--- src/rtl/csum_pkg.sv ---
package csum_pkg;
  localparam int BYTE_W  = 8;
  localparam int NUM_IRQ = 3;
  localparam int IRQ_ERR = 0;
  localparam int IRQ_VLD = 1;
  localparam int IRQ_ECC = 2;

  typedef enum logic [1:0] {
    POS_PAYLOAD = 2'd0,
    POS_SUM_A   = 2'd1,
    POS_SUM_B   = 2'd2
  } chunk_pos_t;

  // payload length of a chunk for a given size code
  function automatic int unsigned chunk_len(input int unsigned code);
    return 32'd2 << code;
  endfunction

  // fold one byte into the running checksum
  function automatic logic [BYTE_W-1:0] fold_byte(input logic [BYTE_W-1:0] acc,
                                                  input logic [BYTE_W-1:0] b);
    return acc ^ b;
  endfunction

  // a returned pair is bad when either byte differs from the folded value
  function automatic logic pair_bad(input logic [BYTE_W-1:0] folded,
                                    input logic [BYTE_W-1:0] first,
                                    input logic [BYTE_W-1:0] second);
    return (first != folded) || (second != folded);
  endfunction
endpackage

--- src/rtl/csum_framer.sv ---
module csum_framer
  import csum_pkg::*;
#(
  parameter int CODE_W = 3,
  localparam int CNT_W = 1 << CODE_W
) (
  input  logic              clk,
  input  logic              rst_n,
  input  logic              phase_start,
  input  logic              rx_valid,
  input  logic [BYTE_W-1:0] rx_byte,
  input  logic [CODE_W-1:0] chunk_code,
  output logic              ev_pay,
  output logic              ev_pair,
  output logic              ev_mismatch,
  output logic [BYTE_W-1:0] pair_first,
  output logic [BYTE_W-1:0] pair_second
);
  chunk_pos_t        pos_q;
  logic [CNT_W-1:0]  cnt_q;
  logic [CNT_W-1:0]  cnt_last;
  logic [BYTE_W-1:0] acc_q;
  logic [BYTE_W-1:0] first_q;
  logic              take;
  logic              ev_first;

  assign cnt_last    = CNT_W'(chunk_len(32'(chunk_code)) - 32'd1);
  assign take        = rx_valid && !phase_start;
  assign ev_pay      = take && (pos_q == POS_PAYLOAD);
  assign ev_first    = take && (pos_q == POS_SUM_A);
  assign ev_pair     = take && (pos_q == POS_SUM_B);
  assign ev_mismatch = ev_pair && pair_bad(acc_q, first_q, rx_byte);
  assign pair_first  = first_q;
  assign pair_second = rx_byte;

  always_ff @(posedge clk or negedge rst_n) begin
    if (!rst_n) begin
      pos_q   <= POS_PAYLOAD;
      cnt_q   <= '0;
      acc_q   <= '0;
      first_q <= '0;
    end else if (phase_start) begin
      pos_q <= POS_PAYLOAD;
      cnt_q <= '0;
      acc_q <= '0;
    end else if (ev_pay) begin
      acc_q <= fold_byte(acc_q, rx_byte);
      if (cnt_q == cnt_last) begin
        cnt_q <= '0;
        pos_q <= POS_SUM_A;
      end else begin
        cnt_q <= cnt_q + 1'b1;
      end
    end else if (ev_first) begin
      first_q <= rx_byte;
      pos_q   <= POS_SUM_B;
    end else if (ev_pair) begin
      acc_q <= '0;
      cnt_q <= '0;
      pos_q <= POS_PAYLOAD;
    end
  end
endmodule

--- config.mk ---
export PLATFORM = sky130hd
export DESIGN_NAME = csum_framer
export DESIGN_NICKNAME = d
export VERILOG_FILES = /design/src/rtl/csum_pkg.sv /design/src/rtl/csum_framer.sv
export SDC_FILE = /design/constraint.sdc
export NUM_CORES = 1
export LEC_CHECK = 0
export ABC_CLOCK_PERIOD_IN_PS = 2100
export CAP_MARGIN = 20
export CORE_ASPECT_RATIO = 0.9
export CORE_MARGIN = 1.5
export CORE_UTILIZATION = 41
export DETAILED_ROUTE_END_ITERATION = 12
export DONT_BUFFER_PORTS = 1
export SYNTH_ARGS = -nofsm -noshare
export SYNTH_HDL_FRONTEND = slang
export SYNTH_SLANG_ARGS = --single-unit
--- constraint.sdc ---
create_clock -name clk -period 2.1 [get_ports clk]
set_clock_uncertainty 0.2 [all_clocks]
set_input_delay 0.315 -clock clk [delete_from_list [all_inputs] [get_ports clk]]
set_output_delay 0.315 -clock clk [all_outputs]
set_load 0.02 [all_outputs]
==> results.yml, run 1 <==
sta:
  fmax_ghz: 0.457
  period_needed_ps: 2190
  relSlewSlack_pct: 75.6
  final_max_slew_viol_count: 0
  timing.final.crit_share_pct: 104
  hold_ws_ps: 17.4
  setup_viol_count_final: 8
  tightest_slew_ps: 365
  fin_ws_ps: -88.1
  rsz0062_at_grt: "yes"
  final-hold-violation-count: 0
yosys:
  synthesis.nets: 202
  synth_edf_count: 0
  synth_area_leaders: "dfrtp_1 39%, o21ai_0 7.8%, mux2_2 5.4%"
  synthCells: 185
  yosysSeqAreaShare_pct: 39.1
  yosys.cell_types.count: 45
  synthArstFlopShare_pct: 100
  synth_seq_cells: 26
  synth_top_flop_cell: "dfrtp_1"
  synth_area_leader_cell: "dfrtp_1"
  syn_area_per_cell_um2: 9.00
  synth_top_area_share_pct: 39.1
  ys.warnings.count: 0
  synth.cell_area_mm2: 0.00167
layout:
  area_growth_pct: 33.7
  n_fill_cell: 321
  final_nets: 231
  multi_input_area_mm2: 0.00105
  drive_gt1_share_pct: 33.3
  fin_area_mm2: 0.00223
  ff_latch_area_um2: 651
  final_cell_mix: "26 x dfrtp_1, 26 x buf_4, 20 x o21ai_0"
  num_antenna_cells: 0
critical_path:
  reg2regPathDepth: 5
  crit_type: "primary input to register"
  worst-path-max-fanout: 12
  start_kind: "primary input"
  worstPathArrival_ps: 2190
  critPathCaptureType: "register"
  required_ps: 2100
  reg2reg_to: "pos_q[0]"
  timing.rr.start: "cnt_q[7]"
  reg2reg_slack_ps: -50
global_routing:
  gr-usage-all-layers_pct: 19.4
  grt_pass1_vias: 1534
  gr-total-overflow: 0
  grt_pass1_wl_um: 6950
  antenna_found_initial: 0
  grt_max_degree: 27
power:
  power_density_mw_per_mm2: 518
  power.total_mw: 1.15
  peakVddDrop_v: 0.000313
  total_leakage_power_nw: 0.954
clock_network:
  htreeDepth: 1
  cts_tree: "yes"
  cts.path.max_buffers: 2
  clock_latency_ps: 270
  cts_root_buffer: "clkbuf_8"
  path_clk_slew_ps: 90
  numClockSinks: 26
  cts_buffers: 3
drt:
  vias: 1543
  drt-total-wl_um: 4320
  drt_iter0_markers: 62
  remaining_drc_errors: 0
  dr.pass1.iters: 4
  via_per_inst: 5.96
  wire_per_inst_um: 16.7
  antenna_left: 0
floorplan:
  core_area_mm2: 0.00381
  die-area_mm2: 0.00445
  start_util_pct: 43.7
  die_w_um: 70.2
  die_h_um: 63.5
  placementRows: 21
  io_pins: 34
placement:
  place_area_mm2: 0.00182
  pre_cts_slack_ps: -427
  place_hpwl_um: 2830
  port_buffers: 0
  place_congestion: 0.887
worst_hold_path:
  hold_path.class: "primary input to register"
  hp-start: "rx_valid"
  holdPathEnd: "pos_q[1]"
  holdPathStages: 2
status:
  violations: "negative setup slack"
  status: "finished with violations"
job:
  maxCapViolations: 0
## per-stage QoR
| stage | setup TNS, ps | cells | utilization [%] |
|---|---|---|---|
| 2_1_floorplan | -2300 | 185 | - |
| 3_3_place_gp | -2040 | 236 | 47.8 |
| 3_5_place_dp | -2510 | 236 | 47.8 |
| 4_1_cts | -232 | 254 | 54.5 |
| 5_1_grt | -743 | 259 | 58.5 |
| 6_report | -465 | 259 | 58.5 |
## worst max-delay path: stages
cell and delay (ps):
or3_4 390, ha_4 270, xor2_1 160, nand3_1 90, a311o_2 380, or4_1 430
a21oi_1 150
## where the power goes
group	switching (mW)	total (mW)	internal, mW
Combinational	0.101	0.200	0.0988
Clock	0.157	0.412	0.255
Sequential	0.0212	0.542	0.520
Total	0.280	1.15	0.874
## cell usage after synthesis (3+ instances only)
cell type   n
mux2i_1     3
a21oi_1     3
dfrtp_1    26
nand3_1     9
nor3_1      4
or3_1       7
nor2_1     11
buf_4       8
inv_1       9
mux2_2      8
o21ai_0    26
xor2_1      5
nand2_1    14
and3_1      6
clkbuf_1    3
## repair_timing
| item | in CTS | in global routing |
|---|---|---|
| hold endpoints to repair | 44 | 0 |
| pin swaps | 3 | 8 |
| endpoints found under the setup margin | 8 | 10 |
| hold buffers | 11 | 0 |
| gates cloned | 0 | 0 |
| buffers inserted | 3 | 5 |
| gates resized for setup | 14 | 22 |
## worst max-delay path by stage
stage | startpoint | endpoint | slack [ps] | cells past startpoint
6_report | chunk_code[2] | pos_q[0] | -90 | 7
5_1_grt | acc_q[3] | ev_mismatch | -140 | 4
4_1_cts | acc_q[3] | ev_mismatch | -70 | 4
3_5_place_dp | chunk_code[2] | cnt_q[2] | -430 | 7
3_3_place_gp | chunk_code[0] | pos_q[0] | -300 | 8
2_1_floorplan | chunk_code[2] | pos_q[0] | -310 | 8
## logic make-up after synthesis
kind of cell	share of synthesized area, %
buf+inv	8.56
compound gates	17.9
fa+ha+maj	1.50
simple gates	22.1
mux	7.21
xor+xnor	3.68
flops	39.1
## layer usage
metal | GRT usage, % | vias up | part of all wire, %
met1 | 24.4 | 783 | 43
li1 | - | 720 | -
met4 | 4.33 | 0 | 1.5
met3 | 4.96 | 8 | 4.3
met5 | 0 | - | 0
met2 | 33.5 | 32 | 51
## sequential cells by signal, indices dropped and copies added, names as in the netlist
| register | count |
|---|---|
| acc_q | 8 |
| pair_first | 8 |
| pos_q | 2 |
| cnt_q | 8 |
## layout make-up
class | instances | area share (%)
Timing Repair Buffer | 40 | 16.2
Clock inverter | 1 | 1.35
Multi-Input combinational cell | 134 | 47.1
Tap cell | 46 | 2.58
Clock buffer | 3 | 1.85
Sequential cell | 26 | 29.2
Inverter | 9 | 1.63
(Power assumes the default switching activity.)
==> run 2, diff against run 1 <==
--- a/config.mk
+++ b/config.mk
@@ -5,6 +5,7 @@
 export SDC_FILE = /design/constraint.sdc
 export NUM_CORES = 1
 export LEC_CHECK = 0
+export ABC_AREA = 1
 export ABC_CLOCK_PERIOD_IN_PS = 2100
 export CAP_MARGIN = 20
 export CORE_ASPECT_RATIO = 0.9
@@ -12,6 +13,7 @@
 export CORE_UTILIZATION = 41
 export DETAILED_ROUTE_END_ITERATION = 12
 export DONT_BUFFER_PORTS = 1
+export MAX_ROUTING_LAYER = met4
 export SYNTH_ARGS = -nofsm -noshare
 export SYNTH_HDL_FRONTEND = slang
 export SYNTH_SLANG_ARGS = --single-unit
==> results.yml, run 2 <==
drt:
  antenna_left: 0
  remaining_drc_errors: 0
  vias: 1268
  dr.pass1.iters: 4
  drt_iter0_markers: 22
  wire_per_inst_um: 12.2
  drt-total-wl_um: 3130
  via_per_inst: 4.93
power:
  seqPwrFrac_pct: 53.4
  p_sw_mw: 0.281
  peakVddDrop_v: 0.000339
  swShare_pct: 26.6
  power_density_mw_per_mm2: 582
  share_comb_of_total_power_pct: 16.4
  power.total_mw: 1.06
  total_leakage_power_nw: 0.929
  clkPwrFrac_pct: 30.2
  p_int_mw: 0.776
yosys:
  yosys.cell_types.count: 27
  synth_area_leaders: "dfrtp_1 39%, nand2_1 13%, mux2_4 5.5%"
  synth_top_area_share_pct: 39.4
  synthCells: 205
  syn_area_per_cell_um2: 8.06
  yosys.cell_count.top_type: "nand2_1"
  synth_seq_cells: 26
  synthArstFlopShare_pct: 100
  synthesis.nets: 222
  yosysSeqAreaShare_pct: 39.4
  ys.warnings.count: 0
  synth_edf_count: 0
  synth_area_leader_cell: "dfrtp_1"
  synth_top_flop_cell: "dfrtp_1"
  synth.cell_area_mm2: 0.00165
  ys_top_cells_by_count: "56 x nand2_1, 26 x dfrtp_1, 22 x inv_1"
global_routing:
  gr-total-overflow: 0
  grt_max_degree: 27
  gr-usage-all-layers_pct: 15.7
  antenna_found_initial: 0
  grt_pass1_vias: 1204
  grt_pass1_wl_um: 5500
critical_path:
  reg2reg_slack_ps: 490
  required_ps: 1580
  startpoint: "pair_first[2]"
  start_kind: "register"
  timing.rr.start: "pos_q[1]"
  endpoint: "ev_mismatch"
  crit_type: "register to output port"
  critPathCaptureType: "output port"
  worstPathArrival_ps: 1530
  worst-path-max-fanout: 3
  reg2regPathDepth: 2
  reg2reg_to: "pair_first[4]"
job:
  maxCapViolations: 0
floorplan:
  io_pins: 34
  die-area_mm2: 0.00442
  die_w_um: 69.9
  start_util_pct: 43.7
  die_h_um: 63.2
  placementRows: 21
  core_area_mm2: 0.00378
clock_network:
  cts_buffers: 3
  cts_resized: 0
  cts_root_buffer: "clkbuf_8"
  cts_tree: "yes"
  cts.hold.buffers_added: 10
  post-cts-setup-buffers: 0
  path_clk_slew_ps: 90
  cts.path.max_buffers: 2
  htreeDepth: 1
  clock_latency_ps: 270
  numClockSinks: 26
placement:
  pre_cts_slack_ps: 126
  place_hpwl_um: 2250
  place_congestion: 0.761
  dp.cells: 243
  port_buffers: 0
sta:
  relSlewSlack_pct: 74.8
  rsz0062_at_grt: "no"
  final-hold-violation-count: 0
  period_needed_ps: 2050
  tightest_slew_ps: 378
  setup_viol_count_final: 0
  final_max_slew_viol_count: 0
  fmax_ghz: 0.488
  timing.final.crit_share_pct: 97.5
  final.setup.tns_ps: 0
  fin_ws_ps: 52.8
layout:
  n_fill_cell: 371
  final_cell_mix: "56 x nand2_1, 26 x dfrtp_1, 22 x inv_1"
  drive_gt1_share_pct: 10.9
  num_antenna_cells: 0
  layout_commonest_cell: "nand2_1"
  area_growth_pct: 10.0
  final_nets: 229
  final_cells: 257
worst_hold_path:
  hold_path.class: "primary input to register"
status:
  status: "completed"
-- run 2: cell types whose count changed after synthesis, moves of 5 or more --
cell     previous run  this run
mux2_4              0         6
nand4_1             2         7
inv_1               9        22
nand2_1            14        56
xnor2_1             2        10
or3_1               7         0
mux2_2              8         1
nand3_1             9        16
o21ai_0            26         9
xor2_1              5        10
and3_1              6         0
-- run 2: worst min-delay path by stage --
| stage | slack, ps | start | depth (start not counted) | to |
|---|---|---|---|---|
| 2_1_floorplan | -180 | rst_n | 0 | acc_q[0] |
| 5_1_grt | 50 | phase_start | 3 | pos_q[1] |
| 6_report | 50 | phase_start | 3 | pos_q[0] |
| 4_1_cts | 30 | phase_start | 3 | pos_q[0] |
| 3_3_place_gp | -180 | rst_n | 0 | pair_first[0] |
| 3_5_place_dp | -180 | rst_n | 0 | pair_first[0] |
-- run 2: final cells by class --
| class | instances | area (µm²) | area share (%) |
|---|---|---|---|
| Clock buffer | 4 | 55.1 | 3.03 |
| Inverter | 25 | 93.8 | 5.17 |
| Multi-Input combinational cell | 143 | 827 | 45.5 |
| Sequential cell | 26 | 651 | 35.8 |
| Tap cell | 46 | 57.6 | 3.17 |
| Timing Repair Buffer | 13 | 133 | 7.30 |
-- run 2: cells by family after synthesis --
kind of cell	count (synthesis)	synth area share (%)
AO/OA/AOI/OAI	17	6.06
XOR/XNOR	20	10.6
adder cells (fa/ha/maj)	2	1.51
buffers and inverters	36	10.5
flip-flops	26	39.4
multiplexers	7	6.14
AND/OR/NAND/NOR	97	25.8
-- run 2: per-layer routing --
metal,wire length [µm],track usage (%)
met5,0,-
met4,8,2.16
met3,140,4.00
met2,1340,23.9
met1,1640,21.8
-- run 2: metrics by stage --
step	util (%)	hold slack [ps]	area, µm²
after floorplan	-	-181	1650
final	48.0	45.2	1820
after CTS	48.0	33.1	1820
after global placement	43.7	-180	1650
after global routing	48.0	49.0	1820
after detailed placement	43.7	-180	1650
-- run 2: power groups by stage --
stage	combinational [mW]	clock, mW	sequential, mW
final	0.173	0.320	0.564
after global routing	0.199	0.349	0.569
after CTS	0.176	0.333	0.564
after detailed placement	0.147	0	0.574
after global placement	0.147	0	0.574
after floorplan	0.146	0	0.567
-- run 2: critical path: stages (launching register included) --
cell	delay, ps
dfrtp_1	480
xnor2_1	190
o211ai_1	100
nor3_1	190
a21boi_0	120
buf_4	170
==> run 3, diff against run 2 <==
==> constraint.sdc (replaced) <==
create_clock -name clk -period 2.1 [get_ports clk]
set_clock_uncertainty 0.2 [all_clocks]
set_input_delay 0.105 -clock clk [delete_from_list [all_inputs] [get_ports clk]]
set_output_delay 0.105 -clock clk [all_outputs]
set_load 0.02 [all_outputs]
==> results.yml, run 3 (synthesis results as in run 2) <==
layout:
  n_fill_cell: 379
  area_growth_pct: 11.8
  num_antenna_cells: 0
  multi_input_area_um2: 827
  fin_area_mm2: 0.00185
  drive_gt1_share_pct: 10.7
  final_cells: 260
  final_nets: 232
  layout_commonest_cell: "nand2_1"
  ff_latch_area_um2: 651
  final_cell_mix: "56 x nand2_1, 26 x dfrtp_1, 22 x inv_1"
clock_network:
  cts_tree: "yes"
  cts_root_buffer: "clkbuf_8"
  htreeDepth: 1
  clock_latency_ps: 270
  cts_buffers: 3
  cts_resized: 0
  cts.path.max_buffers: 2
  path_clk_slew_ps: 90
  post-cts-setup-buffers: 0
  numClockSinks: 26
sta:
  fmax_ghz: 0.544
  rsz0062_at_grt: "no"
  final_max_slew_viol_count: 0
  fin_ws_ps: 261
  relSlewSlack_pct: 74.0
  tightest_slew_ps: 389
  final.setup.tns_ps: 0
  final-hold-violation-count: 0
  period_needed_ps: 1840
  setup_viol_count_final: 0
  timing.final.crit_share_pct: 87.6
drt:
  drt_iter0_markers: 41
  drt-total-wl_um: 3290
  remaining_drc_errors: 0
  wire_per_inst_um: 12.7
  antenna_left: 0
  dr.pass1.iters: 4
  via_per_inst: 5.06
  vias: 1315
critical_path:
  reg2reg_to: "cnt_q[0]"
  critPathCaptureType: "output port"
  worst-path-max-fanout: 3
  crit_slowest_cell: "dfrtp_1"
  worstPathArrival_ps: 1530
  slowest_delay_ps: 480
  reg2reg_slack_ps: 470
  reg2regPathDepth: 5
  crit_path_cell_trace: "xnor2_1 > o211ai_1 > nor3_1 > a21boi_0 > buf_4"
  crit_type: "register to output port"
  timing.rr.start: "pos_q[0]"
  required_ps: 1790
  start_kind: "register"
worst_hold_path:
  hp-start: "rx_byte[6]"
  holdPathEnd: "pair_second[6]"
  holdPathStages: 0
  hold_path.class: "primary input to output port"
floorplan:
  core_area_mm2: 0.00378
  die-area_mm2: 0.00442
  start_util_pct: 43.7
  die_h_um: 63.2
  die_w_um: 69.9
  placementRows: 21
  io_pins: 34
global_routing:
  gr-total-overflow: 0
  grt_pass1_vias: 1219
  antenna_found_initial: 0
  grt_max_degree: 27
  grt_pass1_wl_um: 5630
  gr-usage-all-layers_pct: 16.1
placement:
  place_hpwl_um: 2310
  port_buffers: 0
  place_congestion: 0.764
  dp.cells: 243
  pre_cts_slack_ps: 328
  place_area_mm2: 0.00165
power:
  peakVddDrop_v: 0.000337
  power_density_mw_per_mm2: 579
  total_leakage_power_nw: 0.938
job:
  maxCapViolations: 0
status:
  status: "completed"
## run 3: cell types whose count changed in the layout (fill, tap and decap cells not counted)
cell / previous run / this run
dlygate4sd3_1: 9 / 12
## run 3: critical path, delay by kind of cell, from the launching register on
family	cells	cell delay (ps)
buffers and inverters	1	170
and+or+nand+nor	1	180
AOI/OAI and AO/OA	2	230
xor gates and xnor gates	1	190
DFF	1	480
## run 3: cell type report
type	count	share of cell area [%]
Clock buffer	4	2.98
Inverter	25	5.08
Tap cell	46	3.12
Multi-Input combinational cell	143	44.8
Timing Repair Buffer	16	8.81
Sequential cell	26	35.2
## run 3: how the worst max path moves through the flow
stage	startpoint	endpoint	slack, ps	cells after the start
after floorplan	pos_q[0]	ev_mismatch	410	4
after detailed placement	chunk_code[1]	cnt_q[7]	330	11
after global placement	chunk_code[1]	cnt_q[7]	360	11
after CTS	pair_first[2]	ev_mismatch	270	5
after global routing	phase_start	cnt_q[0]	130	8
final	pair_first[2]	ev_mismatch	260	5
## run 3: layer usage
metal / GRT usage (%) / vias up / wire length [µm]
met3: 3.68 / 2 / 141
met2: 24.5 / 30 / 1460
met5: - / - / 0
met4: 2.88 / 0 / 14
li1: - / 672 / -
met1: 22.4 / 611 / 1670
## run 3: repair_timing
action	in CTS	in global routing
endpoints found under the hold margin	48	0
hold buffers	13	0
endpoints found under the setup margin	0	0
## run 3: power breakdown
group	internal [mW]	leakage, nW	switching (mW)
registers	0.527	0.351	0.0375
logic	0.0847	0.558	0.0985
clock network	0.168	0.0288	0.154
total	0.779	0.938	0.290
## run 3: metrics by stage
stage / hold WS, ps / power, mW / util (%)
3_5_place_dp: -390 / 0.723 / 43.7
5_1_grt: 10.0 / 1.13 / 48.8
2_1_floorplan: -391 / 0.713 / -
6_report: 10.0 / 1.07 / 48.8
3_3_place_gp: -390 / 0.721 / 43.7
4_1_cts: 10.1 / 1.08 / 48.8
